**config.mk**
```make
export PLATFORM = sky130hd
export DESIGN_NAME = irq_recog_ctrl
export DESIGN_NICKNAME = d
export VERILOG_FILES = /design/src/rtl/irq_pkg.sv /design/src/rtl/irq_nmi_latch.sv /design/src/rtl/irq_ie_flag.sv /design/src/rtl/irq_arbiter.sv /design/src/rtl/irq_ack_seq.sv /design/src/rtl/irq_recog_ctrl.sv
export SDC_FILE = /design/constraint.sdc
export NUM_CORES = 1
export LEC_CHECK = 0
export ABC_AREA = 1
export ABC_CLOCK_PERIOD_IN_PS = 990
export CAP_MARGIN = 40
export CORE_AREA = 2 2 39 41
export CTS_BUF_LIST = sky130_fd_sc_hd__clkbuf_8
export CTS_CLUSTER_DIAMETER = 120
export DETAILED_ROUTE_END_ITERATION = 6
export DIE_AREA = 0 0 41 43
export DONT_BUFFER_PORTS = 1
export GPL_TIMING_DRIVEN = 0
export PLACE_DENSITY_LB_ADDON = 0.25
export SYNTH_ARGS = -nofsm -noshare
export SYNTH_HDL_FRONTEND = slang
export SYNTH_SLANG_ARGS = --single-unit
export TNS_END_PERCENT = 5
```
**constraint.sdc**
```tcl
create_clock -name clk -period 0.99 [get_ports clk]
set_input_delay 0.1485 -clock clk [delete_from_list [all_inputs] [get_ports clk]]
set_output_delay 0.1485 -clock clk [all_outputs]
set_load 0.005 [all_outputs]
```
**src/rtl/irq_pkg.sv**
```systemverilog
package irq_pkg;

  typedef enum logic [1:0] {
    RESP_NONE,
    RESP_GRANT,
    RESP_NMI,
    RESP_INT
  } resp_e;

  typedef enum logic [1:0] {
    ST_RUN,
    ST_ACK,
    ST_HOLD
  } seq_e;

endpackage

```
**src/rtl/irq_nmi_latch.sv**
```systemverilog
module irq_nmi_latch #(
  parameter int SYNC_STAGES = 2
) (
  input  logic clk,
  input  logic rst_n,
  input  logic nmi_n,
  input  logic clr,
  output logic pend
);

  logic [SYNC_STAGES-1:0] sync_q, sync_d;
  logic prev_q, prev_d;
  logic pend_q, pend_d;
  logic fall;

  always_comb begin
    sync_d = {sync_q[SYNC_STAGES-2:0], nmi_n};
    prev_d = sync_q[SYNC_STAGES-1];
    fall   = prev_q & ~sync_q[SYNC_STAGES-1];
    if (fall)
      pend_d = 1'b1;
    else if (clr)
      pend_d = 1'b0;
    else
      pend_d = pend_q;
  end

  always_ff @(posedge clk or negedge rst_n) begin
    if (!rst_n) begin
      sync_q <= '1;
      prev_q <= 1'b1;
      pend_q <= 1'b0;
    end else begin
      sync_q <= sync_d;
      prev_q <= prev_d;
      pend_q <= pend_d;
    end
  end

  assign pend = pend_q;


  nmi_hold_chk: assert property (@(posedge clk) disable iff (!rst_n)
    (pend_q && !clr) |=> pend_q);

endmodule

```
**src/rtl/irq_ie_flag.sv**
```systemverilog
module irq_ie_flag (
  input  logic clk,
  input  logic rst_n,
  input  logic ei,
  input  logic di,
  input  logic boundary,
  input  logic clr,
  output logic ie,
  output logic ok
);

  logic ie_q, ie_d;
  logic shadow_q, shadow_d;

  always_comb begin
    if (clr)
      ie_d = 1'b0;
    else if (di)
      ie_d = 1'b0;
    else if (ei)
      ie_d = 1'b1;
    else
      ie_d = ie_q;

    if (ei)
      shadow_d = 1'b1;
    else if (boundary)
      shadow_d = 1'b0;
    else
      shadow_d = shadow_q;
  end

  always_ff @(posedge clk or negedge rst_n) begin
    if (!rst_n) begin
      ie_q     <= 1'b0;
      shadow_q <= 1'b0;
    end else begin
      ie_q     <= ie_d;
      shadow_q <= shadow_d;
    end
  end

  assign ie = ie_q;
  assign ok = ie_q & ~shadow_q;


  ei_delay_chk: assert property (@(posedge clk) disable iff (!rst_n)
    ei |=> !ok);


  di_clear_chk: assert property (@(posedge clk) disable iff (!rst_n)
    (di && !ei) |=> !ie_q);

endmodule

```
**src/rtl/irq_arbiter.sv**
```systemverilog
module irq_arbiter
  import irq_pkg::*;
(
  input  logic  sample,
  input  logic  busreq,
  input  logic  nmi_pend,
  input  logic  int_req,
  input  logic  int_ok,
  output resp_e resp
);

  always_comb begin
    resp = RESP_NONE;
    if (sample) begin
      if (busreq)
        resp = RESP_GRANT;
      else if (nmi_pend)
        resp = RESP_NMI;
      else if (int_req && int_ok)
        resp = RESP_INT;
    end
  end

endmodule

```
**src/rtl/irq_ack_seq.sv**
```systemverilog
module irq_ack_seq
  import irq_pkg::*;
#(
  parameter int ACK_LEN = 4
) (
  input  logic  clk,
  input  logic  rst_n,
  input  resp_e resp,
  input  logic  busreq,
  output logic  start_nmi,
  output logic  start_int,
  output logic  grant,
  output logic  idle,
  output logic  m1_n,
  output logic  iorq_n
);

  localparam int CW = (ACK_LEN > 2) ? $clog2(ACK_LEN) : 2;
  localparam logic [CW-1:0] CNT_LAST  = CW'(ACK_LEN - 1);
  localparam logic [CW-1:0] IORQ_FROM = CW'(ACK_LEN - 2);

  seq_e state_q, state_d;
  logic [CW-1:0] cnt_q, cnt_d;
  logic snmi_q, snmi_d;
  logic sint_q, sint_d;

  always_comb begin
    state_d = state_q;
    cnt_d   = cnt_q;
    snmi_d  = 1'b0;
    sint_d  = 1'b0;
    case (state_q)
      ST_RUN: begin
        case (resp)
          RESP_GRANT: state_d = ST_HOLD;
          RESP_NMI:   snmi_d = 1'b1;
          RESP_INT: begin
            state_d = ST_ACK;
            cnt_d   = '0;
            sint_d  = 1'b1;
          end
          default: ;
        endcase
      end
      ST_ACK: begin
        if (cnt_q == CNT_LAST)
          state_d = ST_RUN;
        else
          cnt_d = cnt_q + 1'b1;
      end
      ST_HOLD: begin
        if (!busreq)
          state_d = ST_RUN;
      end
      default: state_d = ST_RUN;
    endcase
  end

  always_ff @(posedge clk or negedge rst_n) begin
    if (!rst_n) begin
      state_q <= ST_RUN;
      cnt_q   <= '0;
      snmi_q  <= 1'b0;
      sint_q  <= 1'b0;
    end else begin
      state_q <= state_d;
      cnt_q   <= cnt_d;
      snmi_q  <= snmi_d;
      sint_q  <= sint_d;
    end
  end

  assign start_nmi = snmi_q;
  assign start_int = sint_q;
  assign grant     = (state_q == ST_HOLD);
  assign idle      = (state_q == ST_RUN);
  assign m1_n      = ~(state_q == ST_ACK);
  assign iorq_n    = ~((state_q == ST_ACK) && (cnt_q >= IORQ_FROM));


  iorq_in_m1_chk: assert property (@(posedge clk) disable iff (!rst_n)
    !iorq_n |-> !m1_n);


  ack_open_chk: assert property (@(posedge clk) disable iff (!rst_n)
    start_int |-> (!m1_n && iorq_n));


  one_start_chk: assert property (@(posedge clk) disable iff (!rst_n)
    $onehot0({start_nmi, start_int}));


  start_pulse_chk: assert property (@(posedge clk) disable iff (!rst_n)
    (start_int || start_nmi) |=> !(start_int || start_nmi));

endmodule

```
**src/rtl/irq_recog_ctrl.sv**
```systemverilog
module irq_recog_ctrl
  import irq_pkg::*;
#(
  parameter int ACK_LEN     = 4,
  parameter int SYNC_STAGES = 2
) (
  input  logic clk,
  input  logic rst_n,
  input  logic int_n,
  input  logic nmi_n,
  input  logic busreq_n,
  input  logic last_t,
  input  logic prefix_act,
  input  logic ei_stb,
  input  logic di_stb,
  output logic start_nmi,
  output logic start_int,
  output logic bus_grant,
  output logic m1_n,
  output logic iorq_n
);

  logic [1:0] rs_q;
  logic rst_i;
  logic boundary, sample, idle;
  logic nmi_pend, ie, int_ok;
  resp_e resp;

  // reset: asserted asynchronously, released on the clock
  always_ff @(posedge clk or negedge rst_n) begin
    if (!rst_n)
      rs_q <= 2'b00;
    else
      rs_q <= {rs_q[0], 1'b1};
  end
  assign rst_i = rs_q[1];

  assign boundary = last_t & ~prefix_act;
  assign sample   = boundary & idle;

  irq_nmi_latch #(.SYNC_STAGES(SYNC_STAGES)) u_nmi (
    .clk   (clk),
    .rst_n (rst_i),
    .nmi_n (nmi_n),
    .clr   (resp == RESP_NMI),
    .pend  (nmi_pend)
  );

  irq_ie_flag u_ie (
    .clk      (clk),
    .rst_n    (rst_i),
    .ei       (ei_stb),
    .di       (di_stb),
    .boundary (boundary),
    .clr      ((resp == RESP_NMI) || (resp == RESP_INT)),
    .ie       (ie),
    .ok       (int_ok)
  );

  irq_arbiter u_arb (
    .sample   (sample),
    .busreq   (~busreq_n),
    .nmi_pend (nmi_pend),
    .int_req  (~int_n),
    .int_ok   (int_ok),
    .resp     (resp)
  );

  irq_ack_seq #(.ACK_LEN(ACK_LEN)) u_seq (
    .clk       (clk),
    .rst_n     (rst_i),
    .resp      (resp),
    .busreq    (~busreq_n),
    .start_nmi (start_nmi),
    .start_int (start_int),
    .grant     (bus_grant),
    .idle      (idle),
    .m1_n      (m1_n),
    .iorq_n    (iorq_n)
  );


  accept_clears_ie_chk: assert property (@(posedge clk) disable iff (!rst_i)
    (start_int || start_nmi) |-> !ie);


  grant_held_chk: assert property (@(posedge clk) disable iff (!rst_i)
    (bus_grant && !busreq_n) |=> bus_grant);


  prefix_block_chk: assert property (@(posedge clk) disable iff (!rst_i)
    (last_t && prefix_act && idle) |=> !(start_int || start_nmi || bus_grant));

endmodule

```
Word-level counts from Yosys, hierarchy flattened
Index checks and enable logic that the tools add are counted.
Widths: inputs -> output; s select.
Operators by class
  add/subtract/negate cells: 1
  multipliers: 0
  div/mod/pow operators: 0
  magnitude comparators: 1
  equality and inequality tests: 11
  shift operators: 0
  mux-type cells: 22
  bitwise gates (word level): 10
  reductions and logical operators: 10
Operator list (number)
  $mux 2: 8
  $mux 1: 11
  $eq 2x2->1 const B: 4
  $pmux 2 s2: 2
  $not 1->1: 6
  $pmux 2 s3: 1
  $reduce_and 3->1: 2
  $reduce_bool 2->1: 3
  $and 1x1->1: 4
  $eq 2x1->1 const B: 2
  $ne 2x1->1 const B: 2
  $ne 2x2->1 const B: 2
  $ne 3x1->1 const B: 1
  $reduce_bool 3->1: 1
  $add 2x1->2 const B: 1
  $ge 2x2->1 const B: 1
  $logic_and 1x1->1: 2
  $logic_not 2->1: 1
  $logic_or 1x1->1: 1
Word-level totals
  register bits after elaboration: 14
  latch bits: 0
  bits in writable memories: 0
  memory bits (read-only): 0
  input port bits: 9
  output and inout bits: 5
  word-level logic and storage cells: 65
  memories: 0

Longest topological paths before layout
Gate-level depths: netlist (run 1).
  depth in word-level cells: 10
  mapped depth: 8

Hierarchy
Synthesis (run 1) repeated with hierarchy kept, for this count alone.
Second synthesis, totals
  cell total of the unflattened synthesis: 76
  area total of the unflattened synthesis: 665.6 sq um
By module, submodules not included
  irq_ack_seq: instances 1, cells each 35, area each 301.5 sq um
  irq_nmi_latch: instances 1, cells each 9, area each 122.6 sq um
  irq_ie_flag: instances 1, cells each 11, area each 98.8 sq um
  irq_recog_ctrl: instances 1, cells each 13, area each 96.3 sq um
  irq_arbiter: instances 1, cells each 8, area each 46.3 sq um

Worst setup path after synthesis (run 1)
No wires, ideal clock.
  path kind: register -> register
  start: reg u_seq.cnt_q[0]
  end: reg u_seq.cnt_q[1]
  arrival time: 1.074 ns
  required time: 0.916 ns
  path slack: -0.158 ns
  stages on the path, launching flop included: 5
  path buffers: 0
  period minus slack after synthesis: 1.148 ns
  path through: dfrtp_1 inv_1 ha_1 or2_2 o21ai_2
On the way
  word-level cells in the longest chain between the ends: 3
  elaborated cells between the ends (all ways): 6
RTL lines
  from (decl): line irq_ack_seq.sv:23  | logic [CW-1:0] cnt_q, cnt_d;
  from (signal assigned): line irq_ack_seq.sv:67  | cnt_q <= cnt_d;
  $add 2x1->2 / $eq 2x2->1 (equally long branches): line irq_ack_seq.sv:49, irq_ack_seq.sv:46
  $mux 2 / $ne 2x2->1 (equally long branches)
  $pmux 2 s2 / $reduce_and 3->1 (equally long branches)
Several ways; a longest one is shown, not always the timed one. The select of a mux whose other input is x is not followed.
A chain may end at the register's enable or synchronous reset.

Worst setup path in the final report (run 1)
  start: reg u_seq.cnt_q[0]
  end: out iorq_n
On the way
  word-level cells in the longest chain between the ends: 3
RTL lines
  $ge 2x2->1: line irq_ack_seq.sv:78  | assign iorq_n = ~((state_q == ST_ACK) && (cnt_q >= IORQ_FROM));
  $logic_and 1x1->1: line irq_ack_seq.sv:78
  $not 1->1: line irq_ack_seq.sv:78
  to (decl): line irq_recog_ctrl.sv:20  | output logic iorq_n
Every way passes these cells.

==> out/metrics.cfg, run 1 <==
[timing]
grt_setup_unrepaired=true
setup_violations=8
timing.fmax_mhz=828.5
clock_skew_ns=0.001184
setup_slack_ns=-0.2169
fin_crit_sh_pct=121.9
timing.final.max_slew_violations=0
hold_viol_final=0
timing.final.crit_period_ns=1.207
holdWs_ns=0.01571

[cts]
cts.clk_slew.worst_paths_ns=0.06
cts-root-to-sink-buffers=2
clock_tree.htree_level_count=1
clk_latency_ns=0.24
root_buffer=clkbuf_8
clock_sinks=14
number_of_clock_buffers_inserted_by_tritoncts=3
cts_tree=built

[worst_setup_path]
cp_capture_type=output pin
timing.rr.start=u_seq.state_q[1]$_DFFE_PN0P_
cp_arrival_ns=1.06
kind_of_critical_path=reg2out
cp_max_fo=3
cp-startpoint=u_seq.cnt_q[0]$_DFFE_PN0P_
reg2reg_path_depth=6
worst_setup_slack_for_register_to_register_paths_ns=-0.13
crit_required_ns=0.84
worst_setup_path_start_kind=flop
worst_r2r_endpoint=u_seq.cnt_q[0]$_DFFE_PN0P_
critPathCapture=iorq_n

[power]
combinationalPowerShare_pct=17.1
ir_worst_vdd_mv=0.7418
total_power_mw=1.471
p_leak_nw=0.3997
netSwitchingFraction_pct=25.21
intPower_mw=1.100
pwr-share-clk_pct=37.9
p_seq_share_pct=45.1
pwr_density_cell_nw_per_um2=1822
net_switching_mw=0.3708

[min_path]
min_path_type=in2reg

[yosys]
yosys.area.top_type_share_pct=45.27
syn_inst=62
ys_seq_elements=14
seq_total_area_yosys_pct=58.23
postSynthAreaPerCell_um2=9.808
yosys-top-cells-area=dfrtp_1 45%, dfstp_2 13%, inv_1 8.0%
syn-num-nets=73
netlist-cell-type-count=17
synth_area_um2=608.1
synth_warnings=0
cell_type_with_the_highest_aggregate_area_in_the_netlist=dfrtp_1

[route]
detailed_route_wire_length_mm=1.191
drt-wirelength-per-cell_um=13.09
via_per_inst=4.824
dr_total_vias=439
route.detailed.drc=0
dr.first_iter.drc_count=5
route.antenna.remaining_nets=0
1st_pass_router_iterations=4

[global_routing]
number_of_antenna_violations_at_the_first_check_in_global_routing=0
largest_net_degree_at_the_start_of_global_routing=13
combined_global_route_utilization_of_all_metal_layers_pct=15.44
number_of_global_route_vias_before_repair=405
globalRouteMet3Util_pct=3.141
global_route_met1_usage_pct=21.16
grt_met2_usage_pct=20.31
global_route.overflow_total=0
busiest_layer=met1
grt_first_pass_wirelength_mm=1.752

[floorplanning]
rows=14
ios=14
die_height_um=43
die_w_um=41
die_area_um2=1763
floorplan.initialDensity_pct=43.94
floorplan.core_area_um2=1384

[final_layout]
final_layout_size_suffix_gt1_share_pct=44.00
layout.core_utilization_pct=58.32
final-seq-area_um2=354.1
antennaDiodeCount=0
area_of_combinational_cells_with_multiple_inputs_um2=254.0
number_of_filler_cells_placed_in_the_layout=115
flow.area_growth_from_synthesis_pct=32.72
final_net_count=87

[status]
outcome=finished with violations
violations_in_the_final_reports=negative setup slack

[placement]
hpwl_um=693.2
place.port_buffers=0
post-place-ws_ns=-0.1603
finalWeightedCongestion=0.6907

[run]
timing.max_cap.violations=0

==> cells in the mapped netlist (all sizes together) <==
library cell  number
a211oi             1
nand3              3
o21ai              4
ha                 2
o22ai              1
conb               1
inv               13
dfstp              3
nor2              10
o21bai             1
nand2             11
dfrtp             11
or2                1
==> worst min-delay path by stage <==
stage                start                        end  depth (start not counted)  slack [ns]
detailed placement   rst_n          rs_q[0]$_DFF_PN0_                          0       -0.15
finish              ei_stb  u_ie.shadow_q$_DFFE_PN0P_                          1        0.02
global route        ei_stb  u_ie.shadow_q$_DFFE_PN0P_                          1       0.009
CTS                 ei_stb  u_ie.shadow_q$_DFFE_PN0P_                          1        0.01
floorplan            rst_n          rs_q[0]$_DFF_PN0_                          0       -0.15
global placement     rst_n          rs_q[0]$_DFF_PN0_                          0       -0.15
==> placed cells by master, fill, tap and decap left out, types with 2 or more instances in the layout <==
cell type and instances:
dlygate4sd3_1 3, nor2_1 4, nand2_2 3, dfrtp_1 11
nand2_1 8, inv_1 10, buf_4 6, nor2_4 3
nand3_2 2, dfstp_2 3, inv_2 3, o21ai_2 2
clkbuf_8 4, nor2_2 3
==> timing repair <==
action	4_1_cts	5_1_grt
endpoints found under the hold margin	4	0
pin swaps	4	4
setup buffers	5	1
hold buffers	3	0
endpoints found under the setup margin	8	11
resized for setup	7	8
==> sequential cells by signal, summed over array words and instances (netlist names) <==
register,count
u_seq.start_int,1
u_nmi.prev_q,1
u_ie.shadow_q,1
rs_q,2
u_seq.start_nmi,1
u_nmi.sync_q,2
u_ie.ie,1
u_seq.state_q,2
u_seq.cnt_q,2
u_nmi.pend,1
==> stage by stage <==
stage / std cells / setup TNS (ns) / area [um2]
after detailed placement: 78 / -0.4935 / 630.6
after global routing: 91 / -1.297 / 807.0
after global placement: 78 / -0.4342 / 630.6
final: 91 / -0.7466 / 807.0
after CTS: 90 / -0.7655 / 767.0
after floorplan: 62 / -0.1329 / 610.6
==> final cells by class <==
class                           count  area share [%]
Clock buffer                        4           6.822
Inverter                           13           6.047
Multi-Input combinational cell     35           31.47
Sequential cell                    14           43.88
Tap cell                           16           2.481
Timing Repair Buffer                9           9.302
==> routing by layer <==
metal | vias to the layer above | wire [um]
met5 | - | 0
met4 | 0 | 7
met2 | 11 | 654
met3 | 2 | 62
li1 | 209 | -
met1 | 217 | 466
==> cell families after synthesis <==
family          after synthesis  share of synthesized area (%)
fa+ha+maj                     2                          4.115
simple gates                 25                          20.99
buf+inv                      13                          8.025
flops                        14                          58.23
other cells                   1                         0.6167
compound gates                7                          8.027
==> power groups by stage <==
stage / clock, mW / sequential [mW] / combinational [mW]
after global routing: 0.592 / 0.668 / 0.291
final: 0.557 / 0.663 / 0.251
after floorplan: 0 / 0.661 / 0.147
after detailed placement: 0 / 0.671 / 0.170
after CTS: 0.573 / 0.661 / 0.242
after global placement: 0 / 0.669 / 0.165
==> critical path, stage by stage (launching register included) <==
cell,delay [ns]
dfrtp_1,0.41
inv_2,0.07
ha_4,0.17
o21ai_4,0.16
(Power assumes the default switching activity.)
==> inputs of run 2 (changes only) <==
Settings changed: ABC_AREA 1 to 0.
==> run 2 against run 1 <==
The run still ends with negative setup slack left. Register-to-register slack worse by 0.12 ns. Largest cell class unchanged. Largest power group unchanged. Routed wire length decreased by 23%. Power decreased by 15%. Sequential share of layout area grew 5.3 points.
==> out/metrics.cfg, run 2 <==
[status]
outcome=finished with violations
violations_in_the_final_reports=negative setup slack

[worst_setup_path]
crit_required_ns=1.16  ; +0.32 ns
cp_slowest_cell=dfrtp_1
reg2reg_path_depth=4  ; -2
path_cells=ha_2, or3b_4, nor2_1, o21bai_2
worst_setup_path_start_kind=flop
path_depth=4  ; +1
timing.critical_path.slowest_cell_delay_ns=0.39  ; -0.02 ns
cp-startpoint=u_seq.cnt_q[0]$_DFFE_PN0P_
critical_path.n_buffers_inverters=0  ; -1
timing.rr.start=u_seq.cnt_q[0]$_DFFE_PN0P_
cp_capture_type=flop
cp_arrival_ns=1.41  ; +0.35 ns
cp_max_fo=4  ; +1
kind_of_critical_path=reg2reg
critPathCapture=u_seq.cnt_q[0]$_DFFE_PN0P_
worst_r2r_endpoint=u_seq.cnt_q[0]$_DFFE_PN0P_
timing.critical_path.max_delay_family=simple AND/OR/NAND/NOR gates
worst_setup_slack_for_register_to_register_paths_ns=-0.25  ; -0.12 ns

[power]
p_leak_nw=0.3257  ; -19%
ir_worst_vdd_mv=1.260  ; +70%
total_power_mw=1.250  ; -15%
pwr_density_cell_nw_per_um2=1729  ; -5.1%

[cts]
clock_tree.htree_level_count=1  ; unchanged
clock_sinks=14  ; unchanged
root_buffer=clkbuf_8
cts-root-to-sink-buffers=2  ; unchanged
cts.clk_slew.worst_paths_ns=0.06  ; about the same
number_of_clock_buffers_inserted_by_tritoncts=3  ; unchanged
clk_latency_ns=0.24  ; about the same
cts_tree=built

[route]
dr.first_iter.drc_count=3  ; -2
highest-signal-layer=met4
route.antenna.remaining_nets=0  ; unchanged
via_per_inst=5.181  ; +7.4%
routedLengthMet1_um=375  ; -20%
wl_met3_um=53  ; -15%
route.met2.wl_um=444  ; -32%
dr_total_vias=373  ; -15%
detailed_route_wire_length_um=915  ; -23%
drt-wirelength-per-cell_um=12.71  ; -2.9%
1st_pass_router_iterations=2  ; -2
route.detailed.drc=0  ; unchanged

[timing]
timing.final.max_slew_violations=0  ; unchanged
clock_skew_ns=0.005786  ; +0.004602 ns
grt_setup_unrepaired=true
holdWs_ns=0.06967  ; +0.05395 ns
timing.fmax_mhz=805.8  ; -2.7%
setup_slack_ns=-0.2511  ; -0.03411 ns
setup_violations=10  ; +2
timing.final.crit_period_ns=1.241  ; +0.03411 ns
fin_crit_sh_pct=125.4  ; +3.4 points
hold_viol_final=0  ; unchanged
setup-tns-final_ns=-1.460  ; -0.7138 ns

[final_layout]
final-seq-area_um2=355.3  ; +0.35%
area_of_combinational_cells_with_multiple_inputs_um2=205.2  ; -19%
commonest_cells_after_routing_fill_and_taps_aside=10 x dfrtp_1, 5 x dlygate4sd3_1, 4 x inv_1, 4 x clkbuf_8
finish.cell_count_without_fillers=72  ; -21%
layout.core_utilization_pct=52.26  ; -6.1 points
number_of_filler_cells_placed_in_the_layout=128  ; +11%
final_layout_size_suffix_gt1_share_pct=32.14  ; -12 points
most_frequent_standard_cell_in_the_layout_excluding_fill_and_tap_cells=dfrtp_1
flow.area_growth_from_synthesis_pct=29.60
final_net_count=68  ; -22%
antennaDiodeCount=0  ; unchanged
postLayoutCellArea_um2=723.2  ; -10%

[global_routing]
combined_global_route_utilization_of_all_metal_layers_pct=13.17  ; -2.3 points
number_of_antenna_violations_at_the_first_check_in_global_routing=0  ; unchanged
global_route.overflow_total=0  ; unchanged
largest_net_degree_at_the_start_of_global_routing=13  ; unchanged
number_of_global_route_vias_before_repair=363  ; -10%
grt_first_pass_wirelength_mm=1.442  ; -18%

[yosys]
synth_enable_flop_cells=0  ; unchanged
yosys-top-cells-area=dfrtp_1 49%, dfstp_2 14%, ha_1 4.5%
netlist-cell-type-count=21  ; +4
ys_async_sr_fraction_pct=100.0  ; unchanged
synth_area_um2=558.0  ; -8.2%
synth_warnings=0  ; unchanged
yosys.area.top_type_share_pct=49.33  ; +4.1 points
ys_seq_elements=14  ; unchanged
synth_most_common_cell=dfrtp_1
yosys-top-cells-count=11 x dfrtp_1, 4 x inv_1, 3 x dfstp_2, 3 x nand2_1, 3 x nor2_1
syn-num-nets=55  ; -25%
cell_type_with_the_highest_aggregate_area_in_the_netlist=dfrtp_1
postSynthAreaPerCell_um2=12.68  ; +29%
synthFlopType=dfrtp_1
seq_total_area_yosys_pct=63.45  ; +5.2 points
syn_inst=44  ; -29%

[placement]
post-place-ws_ns=-0.2619  ; -0.1016 ns
place.port_buffers=0  ; unchanged
hpwl_um=677.7  ; -2.2%
place_inst=60  ; -23%
post_dp_cell_area_um2=583.1  ; -7.5%
finalWeightedCongestion=0.7522  ; +8.9%

[floorplanning]
die_area_um2=1763  ; unchanged
die_w_um=41  ; unchanged
ios=14  ; unchanged
floorplan.initialDensity_pct=40.33  ; -3.6 points
die_height_um=43  ; unchanged
floorplan.core_area_um2=1384  ; unchanged
rows=14  ; unchanged

[min_path]
min_path_type=in2reg

[run]
timing.max_cap.violations=0  ; unchanged

[run 2: cell count changes after synthesis, sizes merged, moves of 2 or more]
cell,delta
nand2b,+2
nand3,-3
and3,+2
nor2,-7
inv,-9
o21ai,-3
nand2,-8
nor4b,+2
[run 2: metal layers]
metal	GRT usage, %	vias up
met4	14.00	0
li1	-	172
met2	20.00	12
met1	12.89	185
met3	3.141	4
met5	0	-
[run 2: layout make-up]
cell class                      count  share of cell area (%)
Clock buffer                        4                   7.612
Tap cell                           16                   2.768
Timing Repair Buffer                8                   10.03
Sequential cell                    14                   49.13
Multi-Input combinational cell     26                   28.37
Inverter                            4                   2.076
[run 2: worst min-delay path by stage]
stage | cells past startpoint | from | slack (ns) | endpoint
final | 1 | busreq_n | 0.07 | u_seq.start_nmi$_DFF_PN0_
after global routing | 1 | busreq_n | 0.06 | u_seq.start_nmi$_DFF_PN0_
after CTS | 1 | busreq_n | 0.06 | u_seq.start_nmi$_DFF_PN0_
after detailed placement | 0 | rst_n | -0.15 | rs_q[1]$_DFF_PN0_
after global placement | 0 | rst_n | -0.15 | rs_q[0]$_DFF_PN0_
after floorplan | 0 | rst_n | -0.15 | rs_q[0]$_DFF_PN0_
[run 2: kinds of logic (layout without fill, tap and decap cells)]
family | Yosys count | in the layout | synth area share [%]
fa+ha+maj | 2 | 2 | 4.484
buf+inv | 4 | 16 | 2.690
simple gates | 14 | 14 | 16.82
compound gates | 9 | 9 | 11.88
flops | 14 | 14 | 63.45
other cells | 1 | 1 | 0.6720
[run 2: power by group]
part	switching [mW]	leakage, nW	internal (mW)
sequential	0.0267	0.159	0.607
combinational	0.0314	0.138	0.0478
clock	0.186	0.0288	0.351
total	0.244	0.326	1.01
[run 2: timing repair]
item / CTS / global route
hold endpoints to repair: 6 / 0
setup buffers: 2 / 1
hold buffers: 5 / 0
pin swaps: 2 / 0
setup endpoints to repair: 10 / 10
resized for setup: 0 / 3
cloned: 0 / 0
==> inputs of run 3 (changes only) <==
Settings changed: CTS_BUF_LIST sky130_fd_sc_hd__clkbuf_8 to sky130_fd_sc_hd__clkbuf_4.
==> run 3 against run 2 <==
Power fell by 18%. Clock power shrank 42%. Hold slack worse by 0.031 ns. The run still ends with negative setup slack left.
==> out/metrics.cfg, run 3 (same netlist as run 2, synthesis figures left out) <==
[timing]
clock_skew_ns=0.003999  ; -0.001787 ns
setup_violations=10  ; unchanged
hold_viol_final=0  ; unchanged
grt_setup_unrepaired=true
fin_crit_sh_pct=125.9  ; +0.50 points
holdWs_ns=0.03861  ; -0.03106 ns
setup-tns-final_ns=-1.499  ; -0.03836 ns
setup_slack_ns=-0.2560  ; -0.004912 ns
timing.final.crit_period_ns=1.246  ; +0.004912 ns
timing.fmax_mhz=802.6  ; -0.39%
timing.final.max_slew_violations=0  ; unchanged

[placement]
finalWeightedCongestion=0.7522  ; unchanged
place.port_buffers=0  ; unchanged
post_dp_cell_area_um2=583.1  ; unchanged
hpwl_um=677.7  ; unchanged

[route]
detailed_route_wire_length_um=872  ; -4.7%
1st_pass_router_iterations=2  ; unchanged
dr_total_vias=376  ; +0.80%
dr.first_iter.drc_count=6  ; +3
via_per_inst=5.222  ; +0.80%
route.antenna.remaining_nets=0  ; unchanged
drt-wirelength-per-cell_um=12.11  ; -4.7%
route.detailed.drc=0  ; unchanged

[min_path]
min_path_type=in2reg
hold_path_startpoint=busreq_n

[final_layout]
commonest_cells_after_routing_fill_and_taps_aside=10 x dfrtp_1, 5 x dlygate4sd3_1
antennaDiodeCount=0  ; unchanged
final-seq-area_um2=355.3  ; unchanged
final_layout_size_suffix_gt1_share_pct=33.93  ; +1.8 points
flow.area_growth_from_synthesis_pct=24.89
area_of_combinational_cells_with_multiple_inputs_um2=207.7  ; +1.2%
postLayoutCellArea_um2=696.9  ; -3.6%
most_frequent_standard_cell_in_the_layout_excluding_fill_and_tap_cells=dfrtp_1
number_of_filler_cells_placed_in_the_layout=132  ; +3.1%
final_net_count=68  ; unchanged
layout.core_utilization_pct=50.36  ; -1.9 points

[power]
pwr_density_cell_nw_per_um2=1469  ; -15%
p_leak_nw=0.3109  ; -4.5%
total_power_mw=1.024  ; -18%
ir_worst_vdd_mv=0.7713  ; -39%

[worst_setup_path]
cp-startpoint=u_seq.cnt_q[0]$_DFFE_PN0P_
crit_required_ns=1.19  ; +0.03 ns
worst_setup_path_start_kind=flop
kind_of_critical_path=reg2reg
timing.rr.start=u_seq.cnt_q[0]$_DFFE_PN0P_
cp_arrival_ns=1.45  ; +0.04 ns
timing.critical_path.slowest_cell_delay_ns=0.40  ; about the same
timing.critical_path.max_delay_family=simple AND/OR/NAND/NOR gates
cp_slowest_cell=dfrtp_1
cp_capture_type=flop
critical_path.n_buffers_inverters=0  ; unchanged
path_cells=ha_2, or3b_4, nor2_1, o21bai_2
cp_max_fo=4  ; unchanged

[floorplanning]
ios=14  ; unchanged
die_w_um=41  ; unchanged
floorplan.core_area_um2=1384  ; unchanged
rows=14  ; unchanged
floorplan.initialDensity_pct=40.33  ; unchanged
die_height_um=43  ; unchanged
die_area_um2=1763  ; unchanged

[status]
violations_in_the_final_reports=negative setup slack
outcome=finished with violations

[cts]
cts-root-to-sink-buffers=2  ; unchanged
clock_tree.htree_level_count=1  ; unchanged
root_buffer=clkbuf_4
clock_sinks=14  ; unchanged
number_of_clock_buffers_inserted_by_tritoncts=3  ; unchanged
cts.clk_slew.worst_paths_ns=0.08  ; +0.02 ns
cts_tree=built
clk_latency_ns=0.27  ; +0.03 ns

[global_routing]
grt_met2_usage_pct=20.00  ; unchanged
global_route_met1_usage_pct=11.85  ; -1.0 points
number_of_antenna_violations_at_the_first_check_in_global_routing=0  ; unchanged
grt_first_pass_wirelength_mm=1.366  ; -5.3%
global_route.overflow_total=0  ; unchanged
busiest_layer=met2
number_of_global_route_vias_before_repair=361  ; -0.55%
combined_global_route_utilization_of_all_metal_layers_pct=11.63  ; -1.5 points
largest_net_degree_at_the_start_of_global_routing=13  ; unchanged
globalRouteMet3Util_pct=3.141  ; unchanged

[run]
timing.max_cap.violations=0  ; unchanged

## run 3: cell types whose count changed in the layout (fill, tap and decap cells not counted), sizes merged
cell	change
clkinv	+1
clkbuf	-1
## run 3: worst paths after layout
check                                        endpoint  slack (ns)  depth (start not counted)
max                        u_seq.cnt_q[0]$_DFFE_PN0P_       -0.26                          4
min                         u_seq.start_nmi$_DFF_PN0_        0.04                          1
max reg2reg                u_seq.cnt_q[0]$_DFFE_PN0P_       -0.26                          4
min reg2reg                    u_nmi.pend$_DFFE_PN0P_        0.18                          0
max in group asynchronous      u_nmi.prev_q$_DFF_PN1_        0.47                          0
min in group asynchronous           rs_q[1]$_DFF_PN0_        0.10                          1
## run 3: worst register-to-register path, stage by stage, from the launching register on
cell and delay (ns):
dfrtp_1 0.40, ha_2 0.19, or3b_4 0.39, nor2_1 0.09, o21bai_2 0.11
## run 3: per-stage QoR
step	cells	worst slack, ns
floorplan	44	-0.2141
global placement	60	-0.2428
detailed placement	60	-0.2619
CTS	71	-0.2643
global route	72	-0.3117
finish	72	-0.2560
## run 3: what timing repair did
item / 4_1_cts / 5_1_grt
resized for setup: 1 / 4
cloned: 0 / 0
setup buffers: 2 / 1
endpoints found under the hold margin: 6 / 0
pin swaps: 2 / 0
setup endpoints to repair: 10 / 10
hold buffers: 5 / 0
## run 3: layout make-up
cell class	count	share of cell area [%]
Tap cell	16	2.873
Clock buffer	3	3.232
Timing Repair Buffer	8	10.41
Inverter	4	2.154
Sequential cell	14	50.99
Multi-Input combinational cell	26	29.80
Clock inverter	1	0.5386
## run 3: routing by layer
metal	share of wire (%)	routed length [um]
met5	0	0
met3	5.8	51
met4	1.7	15
met2	50	436
met1	42	368
## run 3: power by group
group | switching, mW | internal, mW | total (mW)
logic | 0.0313 | 0.0485 | 0.0799
registers | 0.0271 | 0.606 | 0.633
clock network | 0.166 | 0.146 | 0.311
